<file path="src/rtl/bkpt_pkg.sv">
// Package: register selects and field positions shared by the
// breakpoint unit and its submodules.
package bkpt_pkg;

    typedef enum logic [3:0] {
        SEL_CTRL    = 4'd0,
        SEL_A_ADDR  = 4'd1,
        SEL_A_AMASK = 4'd2,
        SEL_A_COND  = 4'd3,
        SEL_B_ADDR  = 4'd4,
        SEL_B_AMASK = 4'd5,
        SEL_B_COND  = 4'd6,
        SEL_B_DATA  = 4'd7,
        SEL_B_DMASK = 4'd8
    } reg_sel_e;

    // Control register bit positions (flag bits match channel index)
    localparam int CTL_FLAG_A = 0;
    localparam int CTL_FLAG_B = 1;
    localparam int CTL_SEQ    = 2;
    localparam int CTL_POST_A = 3;
    localparam int CTL_POST_B = 4;
    localparam int CTL_DATA_B = 5;

    // Condition register field positions
    localparam int COND_KIND_LSB = 0;
    localparam int COND_DIR_LSB  = 2;
    localparam int COND_ASID_IGN = 4;
    localparam int COND_ASID_LSB = 8;

    localparam int NUM_CH = 2;

endpackage

</file>
<file path="src/rtl/bkpt_regs.sv">
// Module: configuration and control register file of the breakpoint unit.
// Holds both channels' address, mask and condition registers, channel B's
// data and data mask, the control bits and the sticky match flags.
// Assumes DATA_W >= ADDR_W and DATA_W >= COND_ASID_LSB + ASID_W.
module bkpt_regs
    import bkpt_pkg::*;
#(
    parameter int ADDR_W = 32,
    parameter int ASID_W = 8,
    parameter int DATA_W = 32
) (
    input  logic                            clk,
    input  logic                            rst_n,
    input  logic                            wr_en,
    input  logic [3:0]                      wr_sel,
    input  logic [DATA_W-1:0]               wr_data,
    input  logic [NUM_CH-1:0]               set_flag,
    output logic [NUM_CH-1:0][ADDR_W-1:0]   ch_addr,
    output logic [NUM_CH-1:0][ADDR_W-1:0]   ch_amask,
    output logic [NUM_CH-1:0][ASID_W-1:0]   ch_asid,
    output logic [NUM_CH-1:0]               ch_asid_ign,
    output logic [NUM_CH-1:0][1:0]          ch_kind,
    output logic [NUM_CH-1:0][1:0]          ch_dir,
    output logic [DATA_W-1:0]               b_data,
    output logic [DATA_W-1:0]               b_dmask,
    output logic                            seq_en,
    output logic [NUM_CH-1:0]               post_exec,
    output logic                            data_en,
    output logic [NUM_CH-1:0]               flag,
    output logic                            seq_drop
);

    logic ctrl_wr;

    // Decode a write to the control register and a sequence cancel
    always_comb begin
        ctrl_wr  = wr_en && (wr_sel == SEL_CTRL);
        seq_drop = ctrl_wr && !wr_data[CTL_SEQ];
    end

    // Per-channel comparison registers, replicated for each channel
    for (genvar c = 0; c < NUM_CH; c++) begin : g_ch
        localparam int BASE = (c == 0) ? int'(SEL_A_ADDR) : int'(SEL_B_ADDR);

        // Load address, mask and condition fields on a matching select
        always_ff @(posedge clk) begin
            if (!rst_n) begin
                ch_addr[c]     <= '0;
                ch_amask[c]    <= '0;
                ch_asid[c]     <= '0;
                ch_asid_ign[c] <= 1'b0;
                ch_kind[c]     <= 2'b00;
                ch_dir[c]      <= 2'b00;
            end else if (wr_en) begin
                if (wr_sel == 4'(BASE))
                    ch_addr[c] <= wr_data[ADDR_W-1:0];
                if (wr_sel == 4'(BASE + 1))
                    ch_amask[c] <= wr_data[ADDR_W-1:0];
                if (wr_sel == 4'(BASE + 2)) begin
                    ch_kind[c]     <= wr_data[COND_KIND_LSB +: 2];
                    ch_dir[c]      <= wr_data[COND_DIR_LSB +: 2];
                    ch_asid_ign[c] <= wr_data[COND_ASID_IGN];
                    ch_asid[c]     <= wr_data[COND_ASID_LSB +: ASID_W];
                end
            end
        end

        // a flag falls only through a control write with a zero in its bit
        a_r6_flag_sticky: assert property (@(posedge clk) disable iff (!rst_n)
            $fell(flag[c]) |-> $past(ctrl_wr && !wr_data[c]));
    end

    // Load channel B data value and data mask
    always_ff @(posedge clk) begin
        if (!rst_n) begin
            b_data  <= '0;
            b_dmask <= '0;
        end else if (wr_en) begin
            if (wr_sel == SEL_B_DATA)  b_data  <= wr_data;
            if (wr_sel == SEL_B_DMASK) b_dmask <= wr_data;
        end
    end

    // Load the mode bits of the control register
    always_ff @(posedge clk) begin
        if (!rst_n) begin
            seq_en    <= 1'b0;
            post_exec <= '0;
            data_en   <= 1'b0;
        end else if (ctrl_wr) begin
            seq_en       <= wr_data[CTL_SEQ];
            post_exec[0] <= wr_data[CTL_POST_A];
            post_exec[1] <= wr_data[CTL_POST_B];
            data_en      <= wr_data[CTL_DATA_B];
        end
    end

    // Sticky flags: hardware sets, software write clears, set wins
    always_ff @(posedge clk) begin
        if (!rst_n) begin
            flag <= '0;
        end else begin
            for (int c = 0; c < NUM_CH; c++) begin
                flag[c] <= (ctrl_wr ? (flag[c] & wr_data[c]) : flag[c]) | set_flag[c];
            end
        end
    end

endmodule

</file>
<file path="src/rtl/bkpt_match.sv">
// Module: single-channel comparator. Evaluates whether the current bus
// access satisfies one channel's programmed condition. The data compare
// is built only when HAS_DATA is 1. Purely combinational; it does not
// look at the valid strobe.
module bkpt_match #(
    parameter int ADDR_W   = 32,
    parameter int ASID_W   = 8,
    parameter int DATA_W   = 32,
    parameter bit HAS_DATA = 1'b0
) (
    input  logic [ADDR_W-1:0] cfg_addr,
    input  logic [ADDR_W-1:0] cfg_amask,
    input  logic [ASID_W-1:0] cfg_asid,
    input  logic              cfg_asid_ign,
    input  logic [1:0]        cfg_kind,
    input  logic [1:0]        cfg_dir,
    input  logic [DATA_W-1:0] cfg_data,
    input  logic [DATA_W-1:0] cfg_dmask,
    input  logic              cfg_data_en,
    input  logic [ADDR_W-1:0] bus_addr,
    input  logic [ASID_W-1:0] bus_asid,
    input  logic              bus_is_operand,
    input  logic              bus_is_write,
    input  logic [DATA_W-1:0] bus_data,
    output logic              hit
);

    logic kind_ok, dir_ok, addr_ok, asid_ok, data_ok;

    // Access-type, address and identifier qualification
    always_comb begin
        kind_ok = bus_is_operand ? cfg_kind[1] : cfg_kind[0];
        dir_ok  = bus_is_write   ? cfg_dir[1]  : cfg_dir[0];
        addr_ok = ((bus_addr ^ cfg_addr) & ~cfg_amask) == '0;
        asid_ok = cfg_asid_ign || (bus_asid == cfg_asid);
    end

    if (HAS_DATA) begin : g_data
        // Masked data comparison, active only when enabled
        always_comb begin
            data_ok = !cfg_data_en || (((bus_data ^ cfg_data) & ~cfg_dmask) == '0);
        end
    end else begin : g_nodata
        logic unused_data;
        // Data inputs are present for a uniform interface only
        always_comb begin
            unused_data = ^{cfg_data, cfg_dmask, cfg_data_en, bus_data};
            data_ok     = 1'b1;
        end
    end

    // Combine all qualifiers into the channel hit
    always_comb begin
        hit = kind_ok && dir_ok && addr_ok && asid_ok && data_ok;
    end

    // a zero kind or direction field never yields a hit
    always_comb begin
        a_r2_field_zero_off: assert ((cfg_kind != 2'b00 && cfg_dir != 2'b00) || !hit);
    end

endmodule

</file>
<file path="src/rtl/bkpt_seq.sv">
// Module: break sequencer. Turns the two channel hits into flag-set
// strobes and a registered break request, implementing the independent
// and the ordered (A then B) modes and the exception block.
// Assumes hit inputs are meaningful only when bus_valid is 1.
module bkpt_seq
    import bkpt_pkg::*;
(
    input  logic              clk,
    input  logic              rst_n,
    input  logic              bus_valid,
    input  logic              bus_is_operand,
    input  logic              cpu_block,
    input  logic              seq_en,
    input  logic              seq_drop,
    input  logic [NUM_CH-1:0] post_exec,
    input  logic [NUM_CH-1:0] hit,
    output logic [NUM_CH-1:0] set_flag,
    output logic              brk_req,
    output logic              brk_before
);

    logic armed_q;
    logic fire;
    logic before_n;

    // Decide which channels break on this access
    always_comb begin
        set_flag[0] = bus_valid && hit[0] && !seq_en;
        set_flag[1] = bus_valid && hit[1] && (!seq_en || armed_q);
        fire        = |set_flag;
        before_n    = !bus_is_operand &&
                      ((set_flag[0] && !post_exec[0]) || (set_flag[1] && !post_exec[1]));
    end

    // Remember a channel A hit in ordered mode until B hits or it is cancelled
    always_ff @(posedge clk) begin
        if (!rst_n)
            armed_q <= 1'b0;
        else if (seq_drop || !seq_en)
            armed_q <= 1'b0;
        else if (bus_valid)
            armed_q <= hit[0] || (armed_q && !hit[1]);
    end

    // Register the break request and the before/after indication
    always_ff @(posedge clk) begin
        if (!rst_n) begin
            brk_req    <= 1'b0;
            brk_before <= 1'b0;
        end else begin
            brk_req    <= fire && !cpu_block;
            brk_before <= fire && !cpu_block && before_n;
        end
    end

    // a request follows an unblocked valid access by one cycle
    a_r11_req_after_access: assert property (@(posedge clk) disable iff (!rst_n)
        brk_req |-> $past(bus_valid && !cpu_block));

    // the before indication only accompanies a request
    a_r11_before_with_req: assert property (@(posedge clk) disable iff (!rst_n)
        brk_before |-> brk_req);

    // a blocked access never produces a request
    a_r7_block_no_req: assert property (@(posedge clk) disable iff (!rst_n)
        (bus_valid && cpu_block) |=> !brk_req);

    // in ordered mode an unarmed access cannot break
    a_r8_unarmed_no_req: assert property (@(posedge clk) disable iff (!rst_n)
        (bus_valid && seq_en && !armed_q) |=> !brk_req);

endmodule

</file>
<file path="src/rtl/bkpt_unit.sv">
// Module: two-channel bus breakpoint unit (top). Connects the register
// file, one comparator per channel (data compare on channel B only) and
// the sequencer. Assumes DATA_W covers ADDR_W and the condition fields.
module bkpt_unit
    import bkpt_pkg::*;
#(
    parameter int ADDR_W = 32,
    parameter int ASID_W = 8,
    parameter int DATA_W = 32
) (
    input  logic              clk,
    input  logic              rst_n,
    input  logic              cfg_wr_en,
    input  logic [3:0]        cfg_sel,
    input  logic [DATA_W-1:0] cfg_wdata,
    input  logic              bus_valid,
    input  logic [ADDR_W-1:0] bus_addr,
    input  logic [ASID_W-1:0] bus_asid,
    input  logic              bus_is_operand,
    input  logic              bus_is_write,
    input  logic [DATA_W-1:0] bus_data,
    input  logic              cpu_block,
    output logic              brk_req,
    output logic              brk_before,
    output logic              match_flag_a,
    output logic              match_flag_b
);

    logic [NUM_CH-1:0][ADDR_W-1:0] ch_addr;
    logic [NUM_CH-1:0][ADDR_W-1:0] ch_amask;
    logic [NUM_CH-1:0][ASID_W-1:0] ch_asid;
    logic [NUM_CH-1:0]             ch_asid_ign;
    logic [NUM_CH-1:0][1:0]        ch_kind;
    logic [NUM_CH-1:0][1:0]        ch_dir;
    logic [DATA_W-1:0]             b_data;
    logic [DATA_W-1:0]             b_dmask;
    logic                          seq_en;
    logic [NUM_CH-1:0]             post_exec;
    logic                          data_en;
    logic [NUM_CH-1:0]             flag;
    logic                          seq_drop;
    logic [NUM_CH-1:0]             set_flag;
    logic [NUM_CH-1:0]             hit;

    bkpt_regs #(
        .ADDR_W (ADDR_W),
        .ASID_W (ASID_W),
        .DATA_W (DATA_W)
    ) u_regs (
        .clk         (clk),
        .rst_n       (rst_n),
        .wr_en       (cfg_wr_en),
        .wr_sel      (cfg_sel),
        .wr_data     (cfg_wdata),
        .set_flag    (set_flag),
        .ch_addr     (ch_addr),
        .ch_amask    (ch_amask),
        .ch_asid     (ch_asid),
        .ch_asid_ign (ch_asid_ign),
        .ch_kind     (ch_kind),
        .ch_dir      (ch_dir),
        .b_data      (b_data),
        .b_dmask     (b_dmask),
        .seq_en      (seq_en),
        .post_exec   (post_exec),
        .data_en     (data_en),
        .flag        (flag),
        .seq_drop    (seq_drop)
    );

    // One comparator per channel; only channel B carries the data compare
    for (genvar c = 0; c < NUM_CH; c++) begin : g_cmp
        bkpt_match #(
            .ADDR_W   (ADDR_W),
            .ASID_W   (ASID_W),
            .DATA_W   (DATA_W),
            .HAS_DATA (c == 1)
        ) u_match (
            .cfg_addr       (ch_addr[c]),
            .cfg_amask      (ch_amask[c]),
            .cfg_asid       (ch_asid[c]),
            .cfg_asid_ign   (ch_asid_ign[c]),
            .cfg_kind       (ch_kind[c]),
            .cfg_dir        (ch_dir[c]),
            .cfg_data       (b_data),
            .cfg_dmask      (b_dmask),
            .cfg_data_en    (data_en),
            .bus_addr       (bus_addr),
            .bus_asid       (bus_asid),
            .bus_is_operand (bus_is_operand),
            .bus_is_write   (bus_is_write),
            .bus_data       (bus_data),
            .hit            (hit[c])
        );
    end

    bkpt_seq u_seq (
        .clk            (clk),
        .rst_n          (rst_n),
        .bus_valid      (bus_valid),
        .bus_is_operand (bus_is_operand),
        .cpu_block      (cpu_block),
        .seq_en         (seq_en),
        .seq_drop       (seq_drop),
        .post_exec      (post_exec),
        .hit            (hit),
        .set_flag       (set_flag),
        .brk_req        (brk_req),
        .brk_before     (brk_before)
    );

    // Expose the sticky flags
    always_comb begin
        match_flag_a = flag[0];
        match_flag_b = flag[1];
    end

    // a flag rises only after a valid access
    a_r6_flag_rise_on_access: assert property (@(posedge clk) disable iff (!rst_n)
        ($rose(match_flag_a) || $rose(match_flag_b)) |-> $past(bus_valid));

    // in ordered mode the A flag is never set by hardware
    a_r8_no_a_flag_in_seq: assert property (@(posedge clk) disable iff (!rst_n)
        (bus_valid && seq_en) |=> !$rose(match_flag_a));

    // with both channels disabled by their type fields, no request follows
    a_r2_both_off_no_req: assert property (@(posedge clk) disable iff (!rst_n)
        (bus_valid && (ch_kind[0] == 2'b00) && (ch_kind[1] == 2'b00)) |=> !brk_req);

endmodule

</file>
<file path="config.mk">
export PLATFORM = sky130hd
export DESIGN_NAME = bkpt_unit
export DESIGN_NICKNAME = d
export VERILOG_FILES = /design/src/rtl/bkpt_pkg.sv /design/src/rtl/bkpt_regs.sv /design/src/rtl/bkpt_match.sv /design/src/rtl/bkpt_seq.sv /design/src/rtl/bkpt_unit.sv
export SDC_FILE = /design/constraint.sdc
export NUM_CORES = 1
export LEC_CHECK = 0
export ABC_AREA = 1
export BUFFER_PORTS_ARGS = -buffer_cell sky130_fd_sc_hd__buf_4
export CAP_MARGIN = 5
export CORE_ASPECT_RATIO = 0.5
export CORE_MARGIN = 2
export CORE_UTILIZATION = 40
export DETAILED_ROUTE_END_ITERATION = 7
export GPL_ROUTABILITY_DRIVEN = 1
export PLACE_DENSITY = 0.6
export SLEW_MARGIN = 20
export SYNTH_ARGS = -nofsm -noshare
export SYNTH_HDL_FRONTEND = slang
export SYNTH_HIERARCHICAL = 1
export SYNTH_SLANG_ARGS = --single-unit
</file>
<file path="constraint.sdc">
create_clock -name clk -period 2.95 [get_ports clk]
set_clock_uncertainty 0.1 [all_clocks]
set_input_delay 0.295 -clock clk [delete_from_list [all_inputs] [get_ports clk]]
set_output_delay 0.295 -clock clk [all_outputs]
set_load 0.05 [all_outputs]
</file>
==> results of run 1 <==
[registers in the layout (all words and copies together), names as in the netlist]
| name | cells |
|---|---|
| u_regs/ch_addr | 64 |
| u_regs/b_data | 32 |
| u_regs/seq_en | 1 |
| u_regs/data_en | 1 |
| u_regs/ch_kind | 4 |
| u_seq/armed_q | 1 |
| u_regs/ch_dir | 4 |
| u_seq/brk_req | 1 |
| u_regs/ch_amask | 64 |
| u_regs/post_exec | 2 |
| u_regs/ch_asid | 16 |
| u_regs/b_dmask | 32 |
| u_seq/brk_before | 1 |
| u_regs/ch_asid_ign | 2 |
| u_regs/flag | 2 |
[area by class of cell]
type / instances / share of cell area [%]
Clock buffer: 31 / 5.38
Clock inverter: 5 / 0.202
Inverter: 132 / 4.00
Multi-Input combinational cell: 1124 / 40.4
Sequential cell: 227 / 36.7
Tap cell: 344 / 3.48
Timing Repair Buffer: 151 / 9.88
[logic make-up (layout without fill, tap and decap cells)]
| group | after synthesis | in the layout | synth area share (%) |
|---|---|---|---|
| simple gates | 812 | 812 | 32.1 |
| buf+inv | 205 | 319 | 8.14 |
| compound gates | 296 | 296 | 14.6 |
| xor+xnor | 16 | 16 | 1.35 |
| flops | 227 | 227 | 43.7 |
[cell usage after synthesis]
library cell and count:
a21oi_1 51, clkbuf_1 34, nand3_4 1, nand3_1 19, a21boi_0 1, nand3b_1 23
inv_1 112, nand4_1 18, dfxtp_1 227, nor2_1 485, clkinv_1 7, o31ai_1 2
or2_0 15, xnor2_1 16, buf_4 4, nor2_2 5, nand2_2 2, buf_1 1
o21ai_1 39, or2_1 5, buf_2 31, inv_2 13, nor3_1 1, nand2_1 230
buf_6 3, o21ai_0 191, o21bai_1 9, nand3_2 1, o211ai_1 1, nor2_4 5
nor3b_1 2, a21oi_2 2
[metrics by stage]
step                std cells  power [W]  setup slack [ps]  instance area, sq um  hold slack, ps
floorplan                1556    0.00355              1440                 10400             318
finish                   2014    0.00658               874                 12400            28.5
global placement         1957    0.00384               792                 11500             350
detailed placement       1957    0.00385               793                 11500             353
global route             2014    0.00684               677                 12400            47.4
CTS                      2014    0.00663               872                 12400            18.0
[metal layers]
metal	vias up	track usage (%)
met1	4601	32.0
li1	5093	-
met3	48	3.17
met5	-	0
met4	0	5.89
met2	272	37.1
[how the worst max path moves through the flow]
| stage | from | to | slack, ps | cells past startpoint |
|---|---|---|---|---|
| 3_3_place_gp | bus_addr[26] | u_seq/brk_before | 790 | 16 |
| 2_1_floorplan | u_regs/ch_addr[50] | u_regs/flag[1] | 1440 | 14 |
| 3_5_place_dp | bus_addr[26] | u_seq/brk_before | 790 | 16 |
| 4_1_cts | u_regs/ch_addr[26] | u_seq/brk_before | 870 | 14 |
| 5_1_grt | u_regs/ch_addr[60] | u_seq/brk_before | 680 | 14 |
| 6_report | u_regs/ch_addr[60] | u_regs/flag[1] | 870 | 14 |
[power groups by stage]
stage / Combinational [W] / Sequential [W] / Clock, W
finish: 0.000644 / 0.00317 / 0.00277
global route: 0.000719 / 0.00317 / 0.00295
global placement: 0.000608 / 0.00323 / 0
CTS: 0.000643 / 0.00317 / 0.00282
detailed placement: 0.000618 / 0.00323 / 0
floorplan: 0.000323 / 0.00322 / 0
[timing repair]
| item | CTS | global route |
|---|---|---|
| endpoints found under the setup margin | 0 | 0 |
| hold buffers | 21 | 0 |
| endpoints found under the hold margin | 64 | 0 |
[worst max-delay path, delay by kind of cell (launching register included)]
family                 cells  cell delay (ps)
AOI/OAI and AO/OA          1              120
buffers and inverters      3              150
DFF                        1              320
and+or+nand+nor           10             1290
==> out/metrics.cfg, run 1 <==
[timing]
tightest_slew_ps=878
fin_crit_ps=2080
hold_violations=0
drv_slew=0
fmax_mhz=482
grt_setup_unrepaired=no
tns_ps=0
slew_headroom_pct=41.4
setup_viol=0
fin_crit_sh_pct=70.4

[cts]
post_cts_buffers=0
htree_levels=1
clock_sinks=227
cts-root-buf=clkbuf_16
ctsLongestPathBuffers=3
clkSlewWorstSetupHoldPaths_ps=70
clk_latency_ps=510
cts_buffers=22
cts-resized-gates=0
tritoncts=built

[worst_setup_path]
max_stage_delay_ps=320
path_class=flip-flop to flip-flop
cp_cell_sequence=or2_0 > nand2_1 > nand2_1 > nor2_1 > nand2_1 > nor2_1 > nand3_1 > nor2_1 > nand2_1 > inv_2 > nand2_2 > inv_1 > inv_1 > a21oi_1
setup.worst_path.start_class=flip-flop
r2r_cells=14
ff2ff_setup_slack_ps=870
r2r-start=u_regs/ch_addr[60]
critPathArrivalTime_ps=2390
reg2reg_to=u_regs/flag[1]
worstPathRequired_ps=3270
cp_slowest_cell=dfxtp_1
crit_fanout=3
worst_setup_path_end_kind=flip-flop
cpMostUsedCell=nand2_1

[min_path]
hp-class=input port to flip-flop
min_to=u_regs/ch_dir[3]
hold_depth=3
hp-start=cfg_wdata[3]

[pwr]
power_frac_clock_pct=42.1
p_int_w=0.00495
switching_share_pct=24.7
peakVddDrop_mv=0.328
p_per_area_nw_per_um2=532
leakage_nw=5.31
switchingPower_w=0.00163
comb_power_share_pct=9.8
seq_power_share_pct=48.1

[cells_and_area]
mostFrequentLayoutCell=nor2_1
drive_gt1_share_pct=11.6
seqCellArea_sq_um=4540
diodes=0
fin_util_pct=48.9
final_nets=1773
multi_input_area_sq_um=5000
fill_cells=2557
synthToLayoutAreaGrowth_pct=19.2
final_cell_mix=485 x nor2_1, 230 x nand2_1, 227 x dfxtp_1

[route]
drtIter0Drc=766
dr.pass1.iters=5
dr_wl_met2_mm=14.2
num_vias=10014
topRoutingLayerUsed=met4
vias_per_cell=4.97
drc=0
ant_nets=0
wl_per_cell_um=15.6
routed_wirelength_mm=31.4
wl_met3_mm=1.76
wl_met1_mm=14.7

[global_route]
overflow=0
grt_max_degree=78
grt_pass1_wl_mm=50.0
grt_pass1_vias=9378
antenna_found_initial=1
gr-usage-all-layers_pct=22.9

[yosys]
netlist_instances=1556
netlist.area_leader.share_pct=43.7
yosysUniqueCellTypes=32
synth_largest_area_cell=dfxtp_1
ys_warn_count=6
syn-num-nets=1671
avgSynthCellArea_sq_um=6.68
yosysSeqAreaShare_pct=43.7
ys_top_cells_by_area=dfxtp_1 44%, nor2_1 18%, o21ai_0 9.2%
ys_ff_latch=227
netlist_area_sq_um=10400

[floorplanning]
die_x_um=232
dieArea_sq_um=27400
initial_core_util_pct=41.0
core_sq_um=25300
ios=119
die_h_um=118
num_rows=41

[job]
drv_cap=0

[place]
hpwl_mm=20.6
gp_congestion=0.796
port-buffer-count=118

[status]
outcome=finished clean

No activity file was read; power rests on OpenSTA's default activity.
==> inputs of run 2 (changes only) <==
Settings changed: PLACE_DENSITY 0.6 to 0.62.
Clock period 2.95 ns to 1.7 ns, I/O delays scaled along.
==> out/metrics.cfg, run 2 (synthesis gave the netlist of run 1 again) <==
[route]
drtIter0Drc=829  ; +8.2%
wl_per_cell_um=15.1  ; -3.1%
dr.pass1.iters=5  ; unchanged
ant_nets=0  ; unchanged
drc=0  ; unchanged
num_vias=10337  ; +3.2%
routed_wirelength_mm=31.7  ; +0.70%
vias_per_cell=4.94  ; -0.67%

[cells_and_area]
drive_gt1_share_pct=16.6  ; +5.0 points
mostFrequentLayoutCell=nor2_1
fill_cells=2449  ; -4.2%
fin_util_pct=52.3  ; +3.4 points
finalInstanceArea_sq_um=13300  ; +7.0%
instances_no_fill=2093  ; +3.9%
synthToLayoutAreaGrowth_pct=27.6
final_cell_mix=477 x nor2_1, 223 x nand2_1, 219 x dfxtp_1
reg.largest.list=u_regs/ch_addr x64, u_regs/ch_amask x64
multi_input_area_sq_um=5100  ; +2.1%
seqCellArea_sq_um=4550  ; +0.22%
final_nets=1846  ; +4.1%

[place]
dpl.cell_count=2009  ; +2.7%
hpwl_mm=21.7  ; +5.3%
placed_area_sq_um=12000  ; +4.2%
gp_congestion=0.828  ; +4.0%
port-buffer-count=118  ; unchanged

[pwr]
leakage_nw=5.73  ; +8.0%
power_w=0.0120  ; +82%
peakVddDrop_mv=0.479  ; +46%
p_per_area_nw_per_um2=903  ; +70%

[cts]
cts_buffers=23  ; +4.5%
clk_latency_ps=520  ; about the same
cts-root-buf=clkbuf_16
ctsLongestPathBuffers=3  ; unchanged
clock_sinks=227  ; unchanged
htree_levels=1  ; unchanged
tritoncts=built
clkSlewWorstSetupHoldPaths_ps=70  ; about the same

[timing]
hold_ws_ps=42.9  ; +14.4 ps
setup_viol=5  ; +5
setup_slack_ps=-184  ; -1060 ps
tightest_slew_ps=672  ; -205 ps
fin_crit_ps=1880  ; -193 ps
slew_headroom_pct=55.1  ; +14 points
drv_slew=0  ; unchanged
grt_setup_unrepaired=yes
fmax_mhz=531  ; +10%
hold_violations=0  ; unchanged
fin_crit_sh_pct=111  ; +40 points

[floorplanning]
die_x_um=232  ; unchanged
die_h_um=118  ; unchanged
num_rows=41  ; unchanged
initial_core_util_pct=41.0  ; unchanged
core_sq_um=25300  ; unchanged
ios=119  ; unchanged
dieArea_sq_um=27400  ; unchanged

[status]
outcome=complete, but fails checks
violations=negative setup slack

[global_route]
antenna_found_initial=1  ; unchanged
grt_max_degree=64  ; -18%
grt_pass1_wl_mm=50.5  ; +0.95%
overflow=0  ; unchanged
grt_pass1_vias=9742  ; +3.9%
gr-usage-all-layers_pct=23.0  ; +0.072 points

[worst_setup_path]
crit_fanout=3  ; unchanged
setup.worst_path.start_class=flip-flop
critPathArrivalTime_ps=2220  ; -170 ps
max_stage_delay_ps=320  ; about the same
path_class=flip-flop to flip-flop
cp_cell_sequence=or2_0 > nand2_1 > nand2_1 > nor2_1 > nand2_1 > nor2_4 > nand3_2 > nor2_2 > nand2_2 > inv_2 > nand2_4 > inv_2 > inv_2 > a21oi_2
cp_slowest_cell=dfxtp_2
worstPathRequired_ps=2030  ; -1240 ps
worst_setup_path_end_kind=flip-flop

[job]
drv_cap=0  ; unchanged

[min_path]
hp-class=input port to flip-flop

run 2: changes by cell type in the layout (fill, tap and decap cells not counted), sizes merged:
cell / previous run / this run
buf: 130 / 185
clkinvlp: 0 / 2
clkbuf: 31 / 30
bufinv: 0 / 2
diode: 0 / 1
inv: 125 / 127
dlygate4sd3: 21 / 38
clkinv: 12 / 13
run 2: power by group:
group	leakage, nW	switching (W)	total, W	internal (W)
logic	3.51	0.000689	0.00124	0.000552
registers	1.84	0.0000632	0.00549	0.00543
clock network	0.383	0.00221	0.00523	0.00302
run 2: routing by layer:
layer	up-vias	GRT usage [%]	share of wire (%)
met5	-	0	0
met4	0	6.13	3.0
met3	57	3.37	6.1
met2	281	38.1	45
met1	4760	31.2	46
li1	5239	-	-
run 2: cell type report:
type,count,share of cell area [%]
diodes,1,0.0189
clock buffers,30,4.92
clock inverters,12,0.925
inverters,132,3.74
multi-input cells,1124,38.5
flip-flops and latches,227,34.4
well taps,344,3.25
repair buffers,223,14.3
run 2: path summary, 6_finish.rpt:
| kind | slack (ps) | to | from | cells past startpoint |
|---|---|---|---|---|
| setup / recovery | -180 | u_regs/flag[1] | u_regs/ch_addr[50] | 14 |
| hold / removal | 40 | u_regs/b_dmask[4] | cfg_sel[3] | 4 |
| setup reg to reg | -180 | u_regs/flag[1] | u_regs/ch_addr[50] | 14 |
| hold reg to reg | 360 | u_regs/ch_kind[0] | u_regs/ch_kind[0] | 2 |
run 2: critical path: cells and delay by family (launching register included):
kind                   cells  cell delay (ps)
DFF                        1              320
buffers and inverters      3              150
AOI/OAI and AO/OA          1              110
and+or+nand+nor           10             1110
run 2: timing repair:
item / CTS / global route
gates resized for setup: 31 / 12
hold buffers: 38 / 0
endpoints found under the setup margin: 5 / 5
endpoints found under the hold margin: 224 / 0
setup buffers: 4 / 0
pin swaps: 25 / 7
run 2: stage by stage:
stage	worst slack, ps	setup TNS, ps
floorplan	186	0
global route	-304	-1160
finish	-184	-655
detailed placement	-417	-1620
global placement	-400	-1520
CTS	-118	-390
==> inputs of run 3 (changes only) <==
Settings changed: BUFFER_PORTS_ARGS -buffer_cell sky130_fd_sc_hd__buf_4 to not set, DONT_BUFFER_PORTS set to 1, PLACE_DENSITY 0.62 to not set, PLACE_DENSITY_LB_ADDON set to 0.05, SLEW_MARGIN 20 to 30.
==> out/metrics.cfg, run 3 (synthesis gave the netlist of run 1 again) <==
[route]
vias_per_cell=5.02  ; +1.5%
num_vias=10306  ; -0.30%
wl_per_cell_um=16.9  ; +12%
drtIter0Drc=804  ; -3.0%
dr.pass1.iters=7  ; +2
drc=0  ; unchanged
ant_nets=0  ; unchanged
routed_wirelength_mm=34.8  ; +9.8%

[global_route]
use_met1_pct=35.1  ; +3.8 points
gr-usage-all-layers_pct=25.2  ; +2.2 points
use_met2_pct=40.3  ; +2.1 points
antenna_found_initial=3  ; +2
grt_pass1_wl_mm=54.3  ; +7.5%
grt_use_met3_pct=5.33  ; +2.0 points
overflow=0  ; unchanged
busiest_layer=met2
grt_max_degree=108  ; +69%
grt_pass1_vias=9718  ; -0.25%

[timing]
fin_crit_ps=1860  ; -21.8 ps
drv_slew=0  ; unchanged
hold_ws_ps=-285  ; -328 ps
slew_headroom_pct=49.6  ; -5.6 points
fin_crit_sh_pct=110  ; -1.3 points
setup_slack_ps=-162  ; +21.8 ps
hold_violations=5  ; +5
tns_ps=-544  ; +111 ps
tightest_slew_ps=755  ; +83.3 ps
setup_viol=5  ; unchanged
fmax_mhz=537  ; +1.2%
grt_setup_unrepaired=yes

[worst_setup_path]
path_class=flip-flop to flip-flop
ff2ff_setup_slack_ps=-160  ; +20 ps
worst_setup_path_end_kind=flip-flop
critPathArrivalTime_ps=2220  ; about the same
worstPathRequired_ps=2060  ; +30 ps
setup.worst_path.start_class=flip-flop
crit_fanout=3  ; unchanged

[cells_and_area]
final_nets=1810  ; -2.0%
finalInstanceArea_sq_um=13200  ; -0.55%
multi_input_area_sq_um=5090  ; -0.20%
fin_util_pct=52.0  ; -0.29 points
mostFrequentLayoutCell=nor2_1
synthToLayoutAreaGrowth_pct=26.9
seqCellArea_sq_um=4550  ; about the same
fill_cells=2546  ; +4.0%
drive_gt1_share_pct=7.32  ; -9.3 points
reg.largest.list=u_regs/ch_addr x64, u_regs/ch_amask x64
final_cell_mix=475 x nor2_1, 226 x nand2_1, 220 x dfxtp_1

[place]
hpwl_mm=21.0  ; -3.1%
port-buffer-count=0  ; -100%
gp_congestion=0.775  ; -6.4%
placed_area_sq_um=10700  ; -11%

[cts]
htree_levels=1  ; unchanged
clk_latency_ps=530  ; about the same
ctsLongestPathBuffers=3  ; unchanged
cts-root-buf=clkbuf_16
postCtsHoldBufs=155  ; +310%
clock_sinks=227  ; unchanged
tritoncts=built
clkSlewWorstSetupHoldPaths_ps=70  ; about the same
cts_buffers=22  ; -4.3%

[floorplanning]
ios=119  ; unchanged
die_x_um=232  ; unchanged
initial_core_util_pct=41.0  ; unchanged
core_sq_um=25300  ; unchanged
num_rows=41  ; unchanged
die_h_um=118  ; unchanged
dieArea_sq_um=27400  ; unchanged

[status]
outcome=complete, but fails checks
violations=negative hold slack, negative setup slack

[min_path]
hp-class=input port to flip-flop

[job]
drv_cap=0  ; unchanged

[pwr]
peakVddDrop_mv=0.573  ; +20%
leakage_nw=5.36  ; -6.5%
power_w=0.0116  ; -2.8%
p_per_area_nw_per_um2=882  ; -2.2%

==> run 3: changes by cell type in the layout (fill, tap and decap cells not counted), moves of 3 or more <==
cell | before | now
dlygate4sd3_1 | 38 | 152
nand2_2 | 8 | 5
buf_12 | 10 | 3
nand2_1 | 223 | 226
clkinv_2 | 6 | 2
buf_4 | 175 | 29
clkbuf_1 | 2 | 6
nor2_2 | 9 | 12
==> run 3: worst paths after layout <==
path | start | end | cells after the start
worst max register to register | u_regs/ch_addr[33] | u_seq/brk_before | 15
worst max-delay path | u_regs/ch_addr[33] | u_seq/brk_before | 15
worst min-delay path | bus_valid | u_seq/armed_q | 2
worst min register to register | u_regs/post_exec[1] | u_regs/post_exec[1] | 2
==> run 3: where the power goes <==
part	internal [W]	switching [W]	total, W	leakage [nW]
logic	0.000414	0.000560	0.000974	3.16
registers	0.00543	0.0000626	0.00549	1.84
clock network	0.00305	0.00211	0.00517	0.362
==> run 3: what timing repair did <==
action                                  CTS  global route
hold endpoints to repair                227             5
setup buffers                             2             6
gates resized for setup                  17            23
pin swaps                                15            21
endpoints found under the setup margin    5             6
==> run 3: worst max-delay path, stage by stage (launching register included) <==
cell and delay (ps):
dfxtp_1 320, nor2_1 100, nor2_1 40, nand2_1 80
nand2_1 60, nor2_1 180, nand2_1 90, nor2_2 140
nand3_2 120, nor2_4 150, nand2_2 70, inv_2 60
nand2_2 60, nand2_1 70, nand3_2 70, nor2_2 90
==> run 3: area by class of cell <==
class,count,share of cell area [%]
diodes,3,0.0570
well taps,344,3.27
inverters,132,3.76
multi-input cells,1124,38.6
clock inverters,5,0.759
clock buffers,32,4.85
repair buffers,188,14.1
flip-flops and latches,227,34.5
==> run 3: stage by stage <==
stage,worst slack [ps],cells
finish,-162,2055
global route,-318,2053
CTS,-163,2046
detailed placement,-305,1852
global placement,-291,1852
floorplan,186,1556
==> run 3: layer usage <==
layer	share of wire (%)	wire length (um)
met4	1.8	609
met1	47	16300
met5	0.037	13
met2	45	15500
met3	6.6	2310
